File: src/rtl/seg_decoder_pkg.sv
package seg_decoder_pkg;
  localparam int MAX_CS   = 3;
  localparam int MB_SHIFT = 20;
  localparam int WIN_BITS = 28;
  localparam int FLD_W    = WIN_BITS - MB_SHIFT;

  typedef struct packed {
    logic [MAX_CS-1:0] segWr;   // write strobe per chip select
    logic              cfgWr;   // write aimed at the read-only config word
    logic              decEn;   // capture a decode result this cycle
  } ctrlStrobes_t;
endpackage

File: src/rtl/seg_decoder_ctrl.sv
module seg_decoder_ctrl
  import seg_decoder_pkg::*;
#(
  parameter int NUM_CS = 3,
  parameter int IDX_W  = 2
) (
  input  logic             regWe,
  input  logic [IDX_W-1:0] regIdx,
  input  logic             addrValid,
  output ctrlStrobes_t     strobes
);
  always_comb begin
    strobes       = '0;
    strobes.decEn = addrValid;
    strobes.cfgWr = regWe && (regIdx == '0);
    for (int k = 0; k < NUM_CS; k++) begin
      strobes.segWr[k] = regWe && (int'(regIdx) == k + 1);
    end
  end
endmodule

File: src/rtl/seg_decoder_dp.sv
module seg_decoder_dp
  import seg_decoder_pkg::*;
#(
  parameter int          NUM_CS   = 3,
  parameter int          IDX_W    = 2,
  parameter logic [31:0] WIN_BASE = 32'h2000_0000,
  parameter logic [FLD_W-1:0] CS0_END = 8'h7F
) (
  input  logic                clk,
  input  logic                rstN,
  input  ctrlStrobes_t        strobes,
  input  logic [IDX_W-1:0]    regIdx,
  input  logic [31:0]         regWdata,
  output logic [31:0]         regRdata,
  input  logic [31:0]         addr,
  output logic                winHit,
  output logic [NUM_CS-1:0]   csSel,
  output logic                segMiss,
  output logic [WIN_BITS-1:0] devOffset
);
  localparam logic [31:0] CFG_WORD = cfgWord();

  function automatic logic [31:0] cfgWord();
    logic [31:0] w = '0;
    for (int k = 0; k < NUM_CS; k++) w[2*k +: 2] = 2'b10;
    return w;
  endfunction

  logic [FLD_W-1:0] segStart [NUM_CS];
  logic [FLD_W-1:0] segEnd   [NUM_CS];

  // segment storage; chip select 0 keeps a fixed zero start
  for (genvar k = 0; k < NUM_CS; k++) begin : gSeg
    always_ff @(posedge clk) begin
      if (!rstN) begin
        segEnd[k] <= (k == 0) ? CS0_END : '0;
      end else if (strobes.segWr[k]) begin
        segEnd[k] <= regWdata[WIN_BITS-1:MB_SHIFT];
      end
    end
    if (k == 0) begin : gFixed
      assign segStart[k] = '0;
    end else begin : gWritable
      always_ff @(posedge clk) begin
        if (!rstN) segStart[k] <= '0;
        else if (strobes.segWr[k]) segStart[k] <= regWdata[4 +: FLD_W];
      end
    end
  end

  always_comb begin
    regRdata = '0;
    if (regIdx == '0) regRdata = CFG_WORD;
    for (int k = 0; k < NUM_CS; k++) begin
      if (int'(regIdx) == k + 1)
        regRdata = {4'b0, segEnd[k], 8'b0, segStart[k], 4'b0};
    end
  end

  // address compare
  logic [31:0]         relAddr;
  logic                inWin;
  logic [FLD_W-1:0]    relMb;
  logic [NUM_CS-1:0]   matchVec;
  logic [NUM_CS-1:0]   pickVec;
  logic [WIN_BITS-1:0] pickOff;

  assign relAddr = addr - WIN_BASE;
  assign inWin   = (addr >= WIN_BASE) && (relAddr[31:WIN_BITS] == '0);
  assign relMb   = relAddr[WIN_BITS-1:MB_SHIFT];

  for (genvar k = 0; k < NUM_CS; k++) begin : gMatch
    assign matchVec[k] = ((segStart[k] | segEnd[k]) != '0)
                       && (relMb >= segStart[k]) && (relMb <= segEnd[k]);
  end

  always_comb begin
    pickVec = '0;
    pickOff = '0;
    for (int k = NUM_CS - 1; k >= 0; k--) begin
      if (matchVec[k]) begin
        pickVec    = '0;
        pickVec[k] = 1'b1;
        pickOff    = relAddr[WIN_BITS-1:0] - {segStart[k], {MB_SHIFT{1'b0}}};
      end
    end
  end

  always_ff @(posedge clk) begin
    if (!rstN || !strobes.decEn || !inWin) begin
      winHit    <= 1'b0;
      csSel     <= '0;
      segMiss   <= 1'b0;
      devOffset <= '0;
    end else begin
      winHit    <= 1'b1;
      csSel     <= pickVec;
      segMiss   <= (pickVec == '0);
      devOffset <= pickOff;
    end
  end
endmodule

File: src/rtl/seg_decoder.sv
module seg_decoder
  import seg_decoder_pkg::*;
#(
  parameter int          NUM_CS   = 3,
  parameter logic [31:0] WIN_BASE = 32'h2000_0000,
  localparam int         IDX_W    = $clog2(NUM_CS + 1)
) (
  input  logic                clk,
  input  logic                rstN,
  input  logic [IDX_W-1:0]    regIdx,
  input  logic                regWe,
  input  logic [31:0]         regWdata,
  output logic [31:0]         regRdata,
  input  logic                addrValid,
  input  logic [31:0]         addr,
  output logic                winHit,
  output logic [NUM_CS-1:0]   csSel,
  output logic                segMiss,
  output logic [WIN_BITS-1:0] devOffset
);
  ctrlStrobes_t strobes;

  seg_decoder_ctrl #(.NUM_CS(NUM_CS), .IDX_W(IDX_W)) uCtrl (
    .regWe(regWe), .regIdx(regIdx), .addrValid(addrValid), .strobes(strobes)
  );

  seg_decoder_dp #(.NUM_CS(NUM_CS), .IDX_W(IDX_W), .WIN_BASE(WIN_BASE)) uDp (
    .clk(clk), .rstN(rstN), .strobes(strobes), .regIdx(regIdx),
    .regWdata(regWdata), .regRdata(regRdata), .addr(addr),
    .winHit(winHit), .csSel(csSel), .segMiss(segMiss), .devOffset(devOffset)
  );
endmodule

File: config.mk
export PLATFORM = sky130hd
export DESIGN_NAME = seg_decoder
export DESIGN_NICKNAME = d
export VERILOG_FILES = /design/src/rtl/seg_decoder_pkg.sv /design/src/rtl/seg_decoder_ctrl.sv /design/src/rtl/seg_decoder_dp.sv /design/src/rtl/seg_decoder.sv
export SDC_FILE = /design/constraint.sdc
export NUM_CORES = 1
export LEC_CHECK = 0
export BUFFER_PORTS_ARGS = -buffer_cell sky130_fd_sc_hd__clkbuf_2
export CAP_MARGIN = 0
export CORE_ASPECT_RATIO = 0.8
export CORE_MARGIN = 2
export CORE_UTILIZATION = 50
export DETAILED_ROUTE_END_ITERATION = 8
export HOLD_SLACK_MARGIN = 0.06
export PLACE_DENSITY = 0.77
export SLEW_MARGIN = 10
export SYNTH_ARGS = -nofsm -noshare
export SYNTH_HDL_FRONTEND = slang
export SYNTH_SLANG_ARGS = --single-unit
File: constraint.sdc
create_clock -name clk -period 4.45 [get_ports clk]
set_input_delay 0.6675 -clock clk [delete_from_list [all_inputs] [get_ports clk]]
set_output_delay 0.6675 -clock clk [all_outputs]
set_load 0.01 [all_outputs]
==> metrics.txt <==
outcome finished clean; sequential share of the synthesized area 0.391; Clock transition at path regs 0.08 ns; number of synthesized flops with an enable pin 24; vias in the first global route about 3500; Hold Path Stages 2; Pleak roughly 2.3 nW; final period utilization 0.689; I/O Buffers 104; Post-Syn Area 4350 µm²; Distinct cells, synth slightly above 50; share of cells above drive strength 1 0.224; DR iter-0 viols 190; Mapped Cells 482; RSZ-0062 raised after global routing no; NumNets Final 697; final hold viol count 0; maxcap violations 0; Initial Utilization 0.513; initial antenna violation count 0; multi-input combinational cell area 2350 µm²; P&R area growth vs syn 18.3%; final setup TNS 0 ns; Worst Setup Start Kind input port; internal power between 1 and 1.5 mW; fin. max-slew vios 0; CTS max path bufs 2; Post-DP Area 4910 µm²; Avg Cell Area, Syn 9.02 µm²; setup violators final 0; ant diodes 0; crit path max fanout 27; total of cells resized after clock tree synthesis 0; total global routing overflow 0; global-route usage over all layers 0.243; postcts setup bufs 0; sequential fraction of design power 0.444; Synth Flop Type dfxtp_1; synthesized flop and latch total 73; VDD IR-drop max 0.191 mV; Die Span Y approximately 87 µm; DRC errors left 0; die width 108 µm; combinational power share 0.187; WP data arrival 2.40 ns; CTS root buffer clkbuf_8; Slew headroom 0.264; via count 3896; CTS buffer count 9; global placement routability congestion between 0.9 and 1; post-DP HPWL 8750 µm; cell area after layout slightly above 5000 µm²; P_sw 466 µW; Ys Warns 0; H-tree levels 3; pwr dens 321 nW/µm²; largest net degree at the start of global routing 28; Clock Skew roughly 0.018 ns; fillers 741; min Tclk post-route 3.07 ns; Sw Ratio 0.282; Register-to-Register Path Depth 10; CP required 3.78 ns; FF+latch area 1700 µm²; Crit Path Category input port to output pin; core box area 8480 µm²; Max Freq 0.326 GHz; ys async rst share 0; Hold Crit Class input port to register; Avg WL per Cell 16.1 µm; I/O pin cnt 135; clock network power share 0.369; worst-margin pin slew 1.10 ns; CP Capture Type output pin; wirelength, routed 11300 µm; first-pass GRT wire length 17400 µm; row count 30; drt pass-1 iters 7; Worst-Skew Late Latency 0.36 ns; CTS tree done; die area 9470 µm²; Hold-fix buffers, CTS 0; number of routed nets with antenna violations 0; DR vias/cell 5.56; total power around 1.7 mW; CTS sink cnt 73
cells by family (layout without fill, tap and decap cells):
| group | Yosys count | count (layout) | share of synthesized area |
|---|---|---|---|
| adders and majority gates | 43 | 43 | 0.127 |
| AOI/OAI and AO/OA | 107 | 107 | 0.159 |
| other | 1 | 14 | 0.000862 |
| and+or+nand+nor | 167 | 167 | 0.209 |
| DFF | 73 | 73 | 0.391 |
| buffers and inverters | 76 | 170 | 0.0788 |
| xor gates and xnor gates | 5 | 5 | 0.0101 |
| muxes | 10 | 10 | 0.0233 |
critical path, stage by stage:
cell and delay [ns]:
clkbuf_2 0.50, inv_1 0.16, nor2_1 0.63, a22o_1 0.29, clkbuf_2 0.14
synth_stat cells, drive strengths merged, types with 3 or more instances:
master / n / area share
nor2: 19 / 0.016
and4: 3 / 0.0060
clkbuf: 11 / 0.0095
ha: 41 / 0.12
and2: 35 / 0.051
o211ai: 7 / 0.012
a21o: 4 / 0.0069
dfxtp: 49 / 0.23
nand4: 11 / 0.016
a22o: 11 / 0.022
xor2: 3 / 0.0060
nand2: 38 / 0.033
nor3: 5 / 0.0058
edfxtp: 24 / 0.17
buf: 16 / 0.027
a31oi: 5 / 0.0072
nand3: 10 / 0.012
o21ai: 32 / 0.037
a21oi: 27 / 0.031
nor2b: 14 / 0.020
nand2b: 4 / 0.0058
o21a: 5 / 0.0086
inv: 49 / 0.042
or2: 7 / 0.010
nor4: 10 / 0.014
mux2i: 9 / 0.021
layout make-up:
cell class,instances,area share
clock buffers,11,0.0294
clock inverters,5,0.0168
inverters,49,0.0357
multi-input cells,346,0.457
flip-flops and latches,73,0.331
well taps,112,0.0272
repair buffers,105,0.103
final timing paths:
path | slack (ns) | endpoint | from
min reg2reg | 0.54 | uDp.segStart[6] | uDp.segStart[6]
max reg2reg | 1.66 | uDp.devOffset[10] | uDp.segStart[0]
min | 0.51 | uDp.devOffset[0] | addr[0]
max | 1.38 | regRdata[21] | regIdx[0]
sequential cells by signal, summed over array words and instances, names as in the netlist:
register and flops:
uDp.winHit 1, uDp.segEnd 24, uDp.devOffset 28, uDp.segStart 16, uDp.segMiss 1, uDp.csSel 3
per-stage QoR:
stage	util	setup WS, ns	std cells	hold WS [ns]
floorplan	-	1.82	495	0.481
global placement	0.578	1.27	685	0.505
detailed placement	0.578	1.18	685	0.516
CTS	0.606	1.42	701	0.495
global route	0.606	1.29	701	0.492
finish	0.606	1.38	701	0.507
layer usage:
metal	routed length, µm	part of all wire	up-vias	GRT usage
met1	4940	0.44	1815	0.331
met2	5210	0.46	164	0.379
met3	792	0.070	33	0.0598
met4	317	0.028	0	0.0862
met5	0	0	-	0
li1	-	-	1884	-
placed cells by master, fill, tap and decap left out, types with 9 or more instances in the layout:
cell type / n
clkbuf_2: 104
inv_1: 49
dfxtp_1: 49
ha_1: 41
nand2_1: 38
and2_1: 34
o21ai_0: 32
a21oi_1: 27
edfxtp_1: 24
nor2_1: 19
nor2b_1: 14
conb_1: 14
a22o_1: 11
nand4_1: 11
clkbuf_8: 11
nand3_1: 10
nor4_1: 10
mux2i_1: 9
power groups by stage:
stage / logic [mW] / registers (mW) / clock network, mW
2_1_floorplan: 0.212 / 0.740 / 0
3_3_place_gp: 0.290 / 0.747 / 0
3_5_place_dp: 0.302 / 0.748 / 0
4_1_cts: 0.305 / 0.733 / 0.618
5_1_grt: 0.344 / 0.736 / 0.648
6_report: 0.309 / 0.733 / 0.610
Power figures use the tool's default switching activity.
